--- src/rtl/eeb_pkg.sv ---
package eeb_pkg;
  typedef enum logic [1:0] {
    ENG_IDLE   = 2'd0,
    ENG_SINGLE = 2'd1,
    ENG_BURST  = 2'd2
  } eng_state_t;

  // Host register indices
  localparam int REG_CTRL  = 0;
  localparam int REG_ADDR  = 1;
  localparam int REG_DATA  = 2;
  localparam int REG_BURST = 3;
  localparam int REG_BASE  = 4;
  localparam int REG_LIMIT = 5;

  // Control register bit positions
  localparam int CTL_WR_BIT   = 0;
  localparam int CTL_RD_BIT   = 1;
  localparam int CTL_BUSY_BIT = 2;

  // Byte positions inside a burst record
  localparam logic [1:0] REC_OFS_LO = 2'd0;
  localparam logic [1:0] REC_OFS_HI = 2'd1;
  localparam logic [1:0] REC_DAT_LO = 2'd2;
  localparam logic [1:0] REC_DAT_HI = 2'd3;
endpackage

--- src/rtl/eeb_rst_sync.sv ---
module eeb_rst_sync (
  input  logic clk,
  input  logic rst_n,
  output logic rst_n_sync
);
  logic [1:0] sync_q;

  always_ff @(posedge clk or negedge rst_n) begin
    if (!rst_n) sync_q <= 2'b00;
    else        sync_q <= {sync_q[0], 1'b1};
  end

  assign rst_n_sync = sync_q[1];
endmodule

--- src/rtl/eeb_regs.sv ---
module eeb_regs
  import eeb_pkg::*;
#(
  parameter int EE_AW   = 16,
  parameter int HOST_DW = 16,
  parameter int REG_AW  = 3,
  parameter int BASE_W  = 9,
  parameter int LIM_W   = 8
) (
  input  logic               clk,
  input  logic               rst_n,
  input  logic [REG_AW-1:0]  reg_addr,
  input  logic               reg_wr,
  input  logic [HOST_DW-1:0] reg_wdata,
  output logic [HOST_DW-1:0] reg_rdata,
  input  eng_state_t         eng_state,
  input  logic               eng_we,
  input  logic               rd_done,
  input  logic [7:0]         rd_byte,
  output logic               go_single,
  output logic               go_we,
  output logic               go_burst,
  output logic [EE_AW-1:0]   addr_q,
  output logic [7:0]         data_q,
  output logic [BASE_W-1:0]  base_q,
  output logic [LIM_W-1:0]   limit_q
);
  logic busy;
  logic wr_ok;
  logic hit_ctrl, hit_addr, hit_data, hit_burst, hit_base, hit_limit;
  logic [EE_AW-1:0]  addr_d;
  logic [7:0]        data_d;
  logic [BASE_W-1:0] base_d;
  logic [LIM_W-1:0]  limit_d;
  logic              addr_en, data_en, base_en, limit_en;

  assign busy  = (eng_state != ENG_IDLE);
  assign wr_ok = reg_wr && !busy;

  assign hit_ctrl  = (reg_addr == REG_AW'(REG_CTRL));
  assign hit_addr  = (reg_addr == REG_AW'(REG_ADDR));
  assign hit_data  = (reg_addr == REG_AW'(REG_DATA));
  assign hit_burst = (reg_addr == REG_AW'(REG_BURST));
  assign hit_base  = (reg_addr == REG_AW'(REG_BASE));
  assign hit_limit = (reg_addr == REG_AW'(REG_LIMIT));

  // Command decode: read wins when both request bits are written
  assign go_single = wr_ok && hit_ctrl && (reg_wdata[CTL_RD_BIT] || reg_wdata[CTL_WR_BIT]);
  assign go_we     = !reg_wdata[CTL_RD_BIT];
  assign go_burst  = wr_ok && hit_burst && reg_wdata[0];

  // Next-state and clock enables
  always_comb begin
    addr_en  = wr_ok && hit_addr;
    base_en  = wr_ok && hit_base;
    limit_en = wr_ok && hit_limit;
    data_en  = rd_done || (wr_ok && hit_data);
    addr_d   = reg_wdata[EE_AW-1:0];
    base_d   = reg_wdata[BASE_W-1:0];
    limit_d  = reg_wdata[LIM_W-1:0];
    data_d   = rd_done ? rd_byte : reg_wdata[7:0];
  end

  always_ff @(posedge clk or negedge rst_n) begin
    if (!rst_n) begin
      addr_q  <= '0;
      data_q  <= '0;
      base_q  <= '0;
      limit_q <= '0;
    end else begin
      if (addr_en)  addr_q  <= addr_d;
      if (data_en)  data_q  <= data_d;
      if (base_en)  base_q  <= base_d;
      if (limit_en) limit_q <= limit_d;
    end
  end

  // Read-back mux
  always_comb begin
    reg_rdata = '0;
    unique case (reg_addr)
      REG_AW'(REG_CTRL): begin
        reg_rdata[CTL_WR_BIT]   = (eng_state == ENG_SINGLE) && eng_we;
        reg_rdata[CTL_RD_BIT]   = (eng_state == ENG_SINGLE) && !eng_we;
        reg_rdata[CTL_BUSY_BIT] = busy;
      end
      REG_AW'(REG_ADDR):  reg_rdata[EE_AW-1:0]  = addr_q;
      REG_AW'(REG_DATA):  reg_rdata[7:0]        = data_q;
      REG_AW'(REG_BURST): reg_rdata[0]          = (eng_state == ENG_BURST);
      REG_AW'(REG_BASE):  reg_rdata[BASE_W-1:0] = base_q;
      REG_AW'(REG_LIMIT): reg_rdata[LIM_W-1:0]  = limit_q;
      default:            reg_rdata             = '0;
    endcase
  end

  // configuration does not move while an access is running
  a_r8_cfg_frozen: assert property (@(posedge clk) disable iff (!rst_n)
    (busy && reg_wr) |=> ($stable(addr_q) && $stable(base_q) && $stable(limit_q)));

  // a completed single read changes the data register only through rd_byte
  a_r1_data_load: assert property (@(posedge clk) disable iff (!rst_n)
    (busy && !rd_done) |=> $stable(data_q));
endmodule

--- src/rtl/eeb_engine.sv ---
module eeb_engine
  import eeb_pkg::*;
#(
  parameter int EE_AW = 16,
  parameter int LIM_W = 8
) (
  input  logic             clk,
  input  logic             rst_n,
  input  logic             go_single,
  input  logic             go_we,
  input  logic             go_burst,
  input  logic [EE_AW-1:0] addr_q,
  input  logic [LIM_W-1:0] limit_q,
  input  logic             end_mark,
  input  logic             ee_ack,
  output logic             ee_req,
  output logic             ee_we,
  output logic [EE_AW-1:0] ee_addr,
  output eng_state_t       state_q,
  output logic             we_q,
  output logic [1:0]       idx_q,
  output logic             byte_take,
  output logic             rec_done,
  output logic             rd_done
);
  eng_state_t       state_d;
  logic             we_d;
  logic [1:0]       idx_d;
  logic [EE_AW-1:0] ptr_q, ptr_d;
  logic [LIM_W-1:0] cnt_q, cnt_d, cnt_inc;
  logic             accept;

  assign ee_req    = (state_q != ENG_IDLE);
  assign ee_we     = (state_q == ENG_SINGLE) && we_q;
  assign ee_addr   = (state_q == ENG_SINGLE) ? addr_q : ptr_q;
  assign accept    = ee_req && ee_ack;
  assign byte_take = accept && (state_q == ENG_BURST);
  assign rec_done  = byte_take && (idx_q == REC_DAT_HI);
  assign rd_done   = accept && (state_q == ENG_SINGLE) && !we_q;
  assign cnt_inc   = cnt_q + 1'b1;

  always_comb begin
    state_d = state_q;
    we_d    = we_q;
    idx_d   = idx_q;
    ptr_d   = ptr_q;
    cnt_d   = cnt_q;
    unique case (state_q)
      ENG_IDLE: begin
        if (go_single) begin
          state_d = ENG_SINGLE;
          we_d    = go_we;
        end else if (go_burst && (limit_q != '0)) begin
          state_d = ENG_BURST;
          idx_d   = REC_OFS_LO;
          cnt_d   = '0;
        end
      end
      ENG_SINGLE: begin
        if (accept) begin
          state_d = ENG_IDLE;
          ptr_d   = addr_q + 1'b1;
        end
      end
      ENG_BURST: begin
        if (accept) begin
          ptr_d = ptr_q + 1'b1;
          if ((idx_q == REC_OFS_HI) && end_mark) begin
            state_d = ENG_IDLE;
          end else if (idx_q == REC_DAT_HI) begin
            cnt_d = cnt_inc;
            idx_d = REC_OFS_LO;
            if (cnt_inc == limit_q) state_d = ENG_IDLE;
          end else begin
            idx_d = idx_q + 1'b1;
          end
        end
      end
      default: state_d = ENG_IDLE;
    endcase
  end

  always_ff @(posedge clk or negedge rst_n) begin
    if (!rst_n) begin
      state_q <= ENG_IDLE;
      we_q    <= 1'b0;
      idx_q   <= '0;
      ptr_q   <= '0;
      cnt_q   <= '0;
    end else begin
      state_q <= state_d;
      we_q    <= we_d;
      idx_q   <= idx_d;
      ptr_q   <= ptr_d;
      cnt_q   <= cnt_d;
    end
  end

  // request attributes hold until acknowledged
  a_r9_req_hold: assert property (@(posedge clk) disable iff (!rst_n)
    (ee_req && !ee_ack) |=> (ee_req && $stable(ee_addr) && $stable(ee_we)));

  // the record count never reaches the limit while the burst is still running
  a_r7_cnt_bound: assert property (@(posedge clk) disable iff (!rst_n)
    (state_q == ENG_BURST) |-> (cnt_q < limit_q));

  // an acknowledged single access returns the engine to idle
  a_r3_single_ends: assert property (@(posedge clk) disable iff (!rst_n)
    ((state_q == ENG_SINGLE) && ee_ack) |=> (state_q == ENG_IDLE));

  // a burst request with a zero limit starts nothing
  a_r7_zero_limit: assert property (@(posedge clk) disable iff (!rst_n)
    ((state_q == ENG_IDLE) && go_burst && !go_single && (limit_q == '0)) |=> !ee_req);
endmodule

--- src/rtl/eeb_rec_pack.sv ---
module eeb_rec_pack
  import eeb_pkg::*;
#(
  parameter int MEM_AW = 24,
  parameter int BASE_W = 9
) (
  input  logic              clk,
  input  logic              rst_n,
  input  logic              byte_take,
  input  logic [1:0]        idx_q,
  input  logic [7:0]        ee_rdata,
  input  logic              rec_done,
  input  logic [BASE_W-1:0] base_q,
  output logic              end_mark,
  output logic              mem_we,
  output logic [MEM_AW-1:0] mem_addr,
  output logic [15:0]       mem_wdata
);
  localparam int OFS_W = MEM_AW - BASE_W;
  localparam int HI_W  = OFS_W - 8;

  logic [7:0]        ofs_lo_q;
  logic [HI_W-1:0]   ofs_hi_q;
  logic [7:0]        dat_lo_q;
  logic              lo_en, hi_en, dl_en;
  logic              mem_we_d;
  logic [MEM_AW-1:0] mem_addr_d;
  logic [15:0]       mem_wdata_d;

  assign end_mark = (idx_q == REC_OFS_HI) && (&{ee_rdata, ofs_lo_q});

  always_comb begin
    lo_en       = byte_take && (idx_q == REC_OFS_LO);
    hi_en       = byte_take && (idx_q == REC_OFS_HI);
    dl_en       = byte_take && (idx_q == REC_DAT_LO);
    mem_we_d    = rec_done;
    mem_addr_d  = {base_q, ofs_hi_q, ofs_lo_q};
    mem_wdata_d = {ee_rdata, dat_lo_q};
  end

  always_ff @(posedge clk or negedge rst_n) begin
    if (!rst_n) begin
      ofs_lo_q  <= '0;
      ofs_hi_q  <= '0;
      dat_lo_q  <= '0;
      mem_we    <= 1'b0;
      mem_addr  <= '0;
      mem_wdata <= '0;
    end else begin
      if (lo_en) ofs_lo_q <= ee_rdata;
      if (hi_en) ofs_hi_q <= ee_rdata[HI_W-1:0];
      if (dl_en) dat_lo_q <= ee_rdata;
      mem_we <= mem_we_d;
      if (rec_done) begin
        mem_addr  <= mem_addr_d;
        mem_wdata <= mem_wdata_d;
      end
    end
  end

  // a record produces a single-cycle write strobe
  a_r6_single_pulse: assert property (@(posedge clk) disable iff (!rst_n)
    mem_we |=> !mem_we);

  // the data-low byte is captured before the record completes
  a_r6_lo_before_hi: assert property (@(posedge clk) disable iff (!rst_n)
    rec_done |-> !dl_en);
endmodule

--- src/rtl/eeprom_burst_ctrl.sv ---
module eeprom_burst_ctrl
  import eeb_pkg::*;
#(
  parameter int EE_AW   = 16,
  parameter int HOST_DW = 16,
  parameter int REG_AW  = 3,
  parameter int MEM_AW  = 24,
  parameter int BASE_W  = 9,
  parameter int LIM_W   = 8
) (
  input  logic               clk,
  input  logic               rst_n,
  input  logic [REG_AW-1:0]  reg_addr,
  input  logic               reg_wr,
  input  logic [HOST_DW-1:0] reg_wdata,
  output logic [HOST_DW-1:0] reg_rdata,
  output logic               ee_req,
  output logic               ee_we,
  output logic [EE_AW-1:0]   ee_addr,
  output logic [7:0]         ee_wdata,
  input  logic               ee_ack,
  input  logic [7:0]         ee_rdata,
  output logic               mem_we,
  output logic [MEM_AW-1:0]  mem_addr,
  output logic [15:0]        mem_wdata
);
  logic              rst_n_s;
  logic              go_single, go_we, go_burst;
  logic [EE_AW-1:0]  addr_q;
  logic [7:0]        data_q;
  logic [BASE_W-1:0] base_q;
  logic [LIM_W-1:0]  limit_q;
  eng_state_t        eng_state;
  logic              eng_we;
  logic [1:0]        idx_q;
  logic              byte_take, rec_done, rd_done, end_mark;

  eeb_rst_sync i_rst (
    .clk        (clk),
    .rst_n      (rst_n),
    .rst_n_sync (rst_n_s)
  );

  eeb_regs #(
    .EE_AW(EE_AW), .HOST_DW(HOST_DW), .REG_AW(REG_AW), .BASE_W(BASE_W), .LIM_W(LIM_W)
  ) i_regs (
    .clk       (clk),
    .rst_n     (rst_n_s),
    .reg_addr  (reg_addr),
    .reg_wr    (reg_wr),
    .reg_wdata (reg_wdata),
    .reg_rdata (reg_rdata),
    .eng_state (eng_state),
    .eng_we    (eng_we),
    .rd_done   (rd_done),
    .rd_byte   (ee_rdata),
    .go_single (go_single),
    .go_we     (go_we),
    .go_burst  (go_burst),
    .addr_q    (addr_q),
    .data_q    (data_q),
    .base_q    (base_q),
    .limit_q   (limit_q)
  );

  eeb_engine #(.EE_AW(EE_AW), .LIM_W(LIM_W)) i_eng (
    .clk       (clk),
    .rst_n     (rst_n_s),
    .go_single (go_single),
    .go_we     (go_we),
    .go_burst  (go_burst),
    .addr_q    (addr_q),
    .limit_q   (limit_q),
    .end_mark  (end_mark),
    .ee_ack    (ee_ack),
    .ee_req    (ee_req),
    .ee_we     (ee_we),
    .ee_addr   (ee_addr),
    .state_q   (eng_state),
    .we_q      (eng_we),
    .idx_q     (idx_q),
    .byte_take (byte_take),
    .rec_done  (rec_done),
    .rd_done   (rd_done)
  );

  eeb_rec_pack #(.MEM_AW(MEM_AW), .BASE_W(BASE_W)) i_pack (
    .clk       (clk),
    .rst_n     (rst_n_s),
    .byte_take (byte_take),
    .idx_q     (idx_q),
    .ee_rdata  (ee_rdata),
    .rec_done  (rec_done),
    .base_q    (base_q),
    .end_mark  (end_mark),
    .mem_we    (mem_we),
    .mem_addr  (mem_addr),
    .mem_wdata (mem_wdata)
  );

  assign ee_wdata = data_q;

  // write byte held stable during a pending write
  a_r2_wdata_hold: assert property (@(posedge clk) disable iff (!rst_n_s)
    (ee_req && ee_we && !ee_ack) |=> $stable(ee_wdata));
endmodule

--- config.mk ---
export PLATFORM = sky130hd
export DESIGN_NAME = eeprom_burst_ctrl
export DESIGN_NICKNAME = d
export VERILOG_FILES = /design/src/rtl/eeb_pkg.sv /design/src/rtl/eeb_rst_sync.sv /design/src/rtl/eeb_regs.sv /design/src/rtl/eeb_engine.sv /design/src/rtl/eeb_rec_pack.sv /design/src/rtl/eeprom_burst_ctrl.sv
export SDC_FILE = /design/constraint.sdc
export NUM_CORES = 1
export LEC_CHECK = 0
export BUFFER_PORTS_ARGS = -buffer_cell sky130_fd_sc_hd__buf_4
export CAP_MARGIN = 20
export CORE_MARGIN = 2
export CORE_UTILIZATION = 57
export DETAILED_ROUTE_END_ITERATION = 7
export PLACE_DENSITY_LB_ADDON = 0.15
export SETUP_SLACK_MARGIN = 0.3
export SLEW_MARGIN = 40
export SYNTH_ARGS = -nofsm -noshare
export SYNTH_HDL_FRONTEND = slang
export SYNTH_SLANG_ARGS = --single-unit
--- constraint.sdc ---
create_clock -name clk -period 5.1 [get_ports clk]
set_input_delay 0.765 -clock clk [delete_from_list [all_inputs] [get_ports clk]]
set_output_delay 0.765 -clock clk [all_outputs]
set_load 0.005 [all_outputs]
* Yosys cells after proc, flatten, opt, wreduce, memory -nomap -nowiden *
Cells that the tools add are included.

storage, ports and cells
  output and inout port bits = 83
  register bits after elaboration = 136
  input port bits = 31
  logic and storage cells = 110

cells by class
  multiplexer cells = 30
  add/sub/neg operators = 4
  eq/ne operators = 20
  reductions and logical operators = 40

operators with widths
  cell                                            count
  two-way mux 16 bit                              3
  two-way mux 8 bit                               6
  adder 16 x 1 -> 16 bit (second input constant)  2
  one-hot mux 16 bit (2 select lines)             1
  two-way mux 2 bit                               12
  logical AND 1 bit                               22
  one-hot mux 5 bit (4 select lines)              1
  one-hot mux 8 bit (2 select lines)              1
  AND reduction 16 bit                            1
  one-hot mux 2 bit (5 select lines)              1
  AND reduction 5 bit                             2
  adder 8 x 1 -> 8 bit (second input constant)    1
  == test 8 bit                                   1
  nonzero test 8 bit                              1
  two-way mux 7 bit                               1
  == test 2 bit (second input constant)           3
  == test 3 x 2 -> 1 bit (second input constant)  2
  == test 3 bit (second input constant)           2
  != test 2 x 1 -> 1 bit (second input constant)  3
  != test 2 bit (second input constant)           3
  != test 3 bit (second input constant)           2
  one-hot mux 1 bit (6 select lines)              1
  one-hot mux 2 bit (3 select lines)              1
  AND reduction 6 bit                             1
  other kinds (13)                                20

* Longest topological paths before layout *
  depth in word-level cells = 9
  gate-level depth with buffers = 13
  depth with buffers taken out = 8

* Cells and area by module *
A second synthesis with hierarchy kept.

unflattened totals
  cell total of the unflattened synthesis = 617
  area total of the unflattened synthesis = 7,064.3 um^2

modules (own cells, without submodules)
  module        times used  area each (um^2)  cells an instance  sequential area each (um^2)
  eeb_engine    1           2,514.9           293                725.7
  eeb_rec_pack  1           2,412.3           140                1,601.5
  eeb_regs      1           2,083.2           181                1,026.0
  eeb_rst_sync  1           53.8              3                  50.0

* Worst setup path before layout *
No wires, ideal clock.

  path type = register -> register
  from = register i_eng.state_q[1]
  to = register i_eng.ptr_q[12]
  data required time = 4.971 ns
  period minus slack after synthesis = 2.576 ns
  slack = 2.524 ns
  path buffers = 5
  setup time = 0.129 ns
  cell stages (with the launch flop) = 14
  arrival time = 2.447 ns
  path through = dfrtp_1 -> buf_6 -> nand2b_1 -> buf_6 -> buf_6 -> clkbuf_1 -> buf_1 -> nand2_1 -> nand2_1 -> ha_1 -> nand4_1 -> nor3_1 -> a2bb2oi_1 -> nand3_1

on the way
  longest elaborated chain between the ends = 4
  elaborated cells between the ends (all ways) = 9
  classes of those cells = 4 x eq/ne; 1 x mux; 4 x reduce/logical

ends and longest elaborated chain
  element                                  RTL line          RTL
  start, declared                          eeb_engine.sv:19  output eng_state_t state_q,
  start signal, assigned                   eeb_engine.sv:91  state_q <= state_d;
  nonzero test 2 bit                       eeb_engine.sv:33  assign ee_req = (state_q != ENG_IDLE);
  logical AND 1 bit                        eeb_engine.sv:36  assign accept = ee_req && ee_ack;
  != test 2 x 1 -> 1 bit (no source line)  n/a
  AND reduction 3 bit (no source line)     n/a
  end signal, assigned                     eeb_engine.sv:94  ptr_q <= ptr_d;
  end, declared                            eeb_engine.sv:29  logic [EE_AW-1:0] ptr_q, ptr_d;

Parallel ways exist; a longest one is shown, timed or not.
A chain may end at the register's enable or synchronous reset.

* Worst setup path after layout *
  from = register i_eng.state_q[1]
  to = output reg_rdata[0]

on the way
  longest elaborated chain between the ends = 3
  elaborated cells between the ends (all ways) = 4
  classes of those cells = 2 x eq/ne; 1 x mux; 1 x reduce/logical

ends and longest elaborated chain
  element                                 RTL line                 RTL
  == test 2 x 1 -> 1 bit                  eeb_regs.sv:83           reg_rdata[CTL_WR_BIT] = (eng_state == ENG_SINGLE) && eng_we;
  logical AND 1 bit                       eeb_regs.sv:83
  one-hot mux 1 bit (6 select lines) (*)  eeb_regs.sv:81           unique case (reg_addr)
  end, declared                           eeprom_burst_ctrl.sv:16  output logic [HOST_DW-1:0] reg_rdata,

Every way passes the cells marked *; elsewhere a longest branch is shown, timed or not.

==> summary.txt <==
Layout
  • Fillers: 894
  • Area taken by multi-input logic gates: 3360 sq um
  • # diodes: 0
  • Commonest non-fill, non-tap cells in the layout: nand2_1, dfrtp_1, buf_4
  • Post-route cell area: 8520 sq um
  • Non-Filler Instances: 961
  • Most common cell after layout, fill and taps aside: nand2_1
  • Post-layout util: 71.2%
  • Layout area overhead: 22.4%
  • FF+latch area: 3410 sq um
  • Fin nets: 839
  • Fraction of layout cells with a size suffix above 1: 29.9%

CTS
  • CTS H-tree depth: 4
  • TritonCTS buffer count: 17
  • CTS Hold Bufs: 0
  • Resized cells post-CTS: 0
  • Clk sink count: 136
  • Max clock buf depth: 2
  • Post-CTS Setup Inserts: 0
  • Clock transition at path regs: 0.06 ns
  • CTS tree: done
  • Clock root cell: clkbuf_16
  • Worst-Skew Late Latency: 0.42 ns

Power
  • Seq pwr share: 40.1%
  • Total power: 5.06 mW
  • Gate power share: 35.1%
  • Clk pwr share: 24.9%
  • P_int: 3.25 mW
  • LEAKAGE: 4.08 nW
  • Pwr dens: 594 nW/um^2
  • VDD IR max: 0.372 mV
  • Sw frac: 35.6%
  • Sw Pwr: 1.80 mW

STA
  • Ratio of final minimum period to clock period: 62.6%
  • Final Hold Fails: 0
  • Fin Setup TNS: 0 ns
  • Final Skew: 0.00829 ns
  • Setup violations, final: 0
  • Fmax: 313 MHz
  • Worst-margin pin slew: 0.762 ns
  • RSZ-0062 raised after global routing: false
  • Relative slew margins: 49.1%
  • Final Max Tran Viols: 0
  • Final worst path period need: 3.19 ns
  • Setup slack after layout: 1.91 ns
  • Hold Slack: 0.108 ns

Yosys
  • Mapped Area: 6960 sq um
  • Mapped Cells: 695
  • Main synth FF type: dfrtp_1
  • Syn avg cell area: 10.0 sq um
  • Post-Synthesis Net Count: 732
  • Yosys warning count: 0
  • Number of synthesized flops with an enable pin: 0
  • Seq/Total Area, Yosys: 48.9%
  • Yosys reg bits: 136
  • Distinct cells, synth: 65
  • Post-synthesis async set-or-reset flop share: 100%

Floorplan
  • FP Rows: 40
  • Initial Util: 58.2%
  • I/O pin cnt: 114
  • Die Area: 13,100 sq um
  • Die W: 114 um
  • Core area: 12,000 sq um
  • Die height: 114 um

Min path
  • Min-Delay Path Class: input pin to async pin

Critical path
  • CP Class: register to primary output
  • Worst Path Max Fanout: 23
  • Crit path capture type: primary output
  • Worst Path Required: 4.34 ns
  • Crit-path slowest cell: nand2b_2
  • Critical Path Source Type: register
  • Crit-path cells: nand2b_2, nor2_1, mux4_2, o2bb2ai_1, buf_4
  • Worst Path Arrival: 2.43 ns
  • Slowest cell delay on critical path: 0.57 ns

Job
  • Max cap viols: 0

Global routing
  • Gr ovfl total: 0
  • Global Route Usage Sum: 29.8%
  • Antenna violations before repair: 0
  • First-pass GRT wire length: 29,800 um
  • Largest net degree at the start of global routing: 68
  • Vias in the first global route: 5,735

Placed design
  • DP Area: 7920 sq um
  • Setup WS pre-CTS: 2.23 ns
  • Number of buffers added on ports: 113
  • Placed Instances: 930
  • Hpwl dp: 13,300 um
  • GP Congestion: 0.893

Detailed routing
  • Final WL: 18,800 um
  • Antenna Nets Post-Route: 0
  • Via Count: 5,749
  • Detailed router's first-iteration violation count: 501
  • DRT Pass-1 Iters: 6
  • Remaining DRCs: 0
  • Vias per cell: 5.98
  • Avg WL per Cell: 19.5 um

Status
  • Status: complete, no violations
==> logic make-up after synthesis <==
logic type	Yosys count	synth area share (%)
XOR/XNOR	11	1.38
AND/OR/NAND/NOR	284	17.9
other	1	0.0539
flip-flops	136	48.9
multiplexers	104	16.8
buffers and inverters	46	2.95
AO/OA/AOI/OAI	107	10.9
adder cells (fa/ha/maj)	6	1.08
==> final cells by class <==
class	instances	share of cell area, %
flip-flops and latches	136	40.0
multi-input cells	513	39.4
repair buffers	121	10.9
clock buffers	20	5.24
well taps	147	2.16
clock inverters	11	1.76
inverters	13	0.573
==> path summary, 6_finish.rpt <==
kind | from | to | slack [ns] | depth (start not counted)
max | i_eng.state_q[1] | reg_rdata[0] | 1.91 | 5
min | rst_n | i_rst.sync_q[1] | 0.11 | 1
max reg2reg | i_eng.state_q[0] | i_eng.ptr_q[12] | 2.18 | 8
min reg2reg | i_rst.sync_q[1] | i_regs.addr_q[14] | 0.32 | 0
max in group asynchronous | i_rst.sync_q[1] | i_regs.data_q[1] | 3.82 | 1
min in group clk | i_rst.sync_q[0] | i_rst.sync_q[1] | 0.36 | 0
==> cells in the mapped netlist (all sizes together) (6+ instances only) <==
cell type	number	area, sq um
a211oi	6	45.0
o211ai	6	45.0
inv	13	48.8
mux2	78	878
ha	6	75.1
and3	13	81.3
mux2i	24	248
nor3	10	55.1
nor2	37	139
clkbuf	18	67.6
nand3	16	85.1
nand2	174	653
buf	15	88.8
a22oi	6	45.0
o21ai	28	140
dfrtp	136	3400
and2	9	56.3
a21oi	19	95.1
xnor2	10	87.6
nand4	6	37.5
==> power by group through the flow <==
stage | clock network [mW] | logic, mW | registers [mW]
floorplan | 0 | 1.13 | 1.88
global placement | 0 | 1.69 | 2.00
detailed placement | 0 | 1.75 | 2.02
CTS | 1.27 | 1.77 | 2.01
global route | 1.32 | 1.94 | 2.09
finish | 1.26 | 1.77 | 2.03
==> per-layer routing <==
metal	track usage, %	part of all wire, %	vias to the layer above
li1	-	-	2658
met1	39.4	43	2834
met5	0	0	-
met3	10.0	8.2	30
met4	9.35	1.9	0
met2	46.6	47	227
==> worst max-delay path: cells and delay by family (launching register included) <==
| kind | cells | cell delay (ns) |
|---|---|---|
| flip-flops | 1 | 0.51 |
| AO/OA/AOI/OAI | 1 | 0.18 |
| buffers and inverters | 1 | 0.16 |
| AND/OR/NAND/NOR | 2 | 0.69 |
| multiplexers | 1 | 0.47 |
==> registers in the layout, indices dropped and copies added (netlist names), 9 cells and up <==
| register | flops |
|---|---|
| i_pack.mem_addr | 24 |
| i_regs.addr_q | 16 |
| i_pack.mem_wdata | 16 |
| i_eng.ptr_q | 16 |
| i_regs.base_q | 9 |
Power figures use the tool's default switching activity.
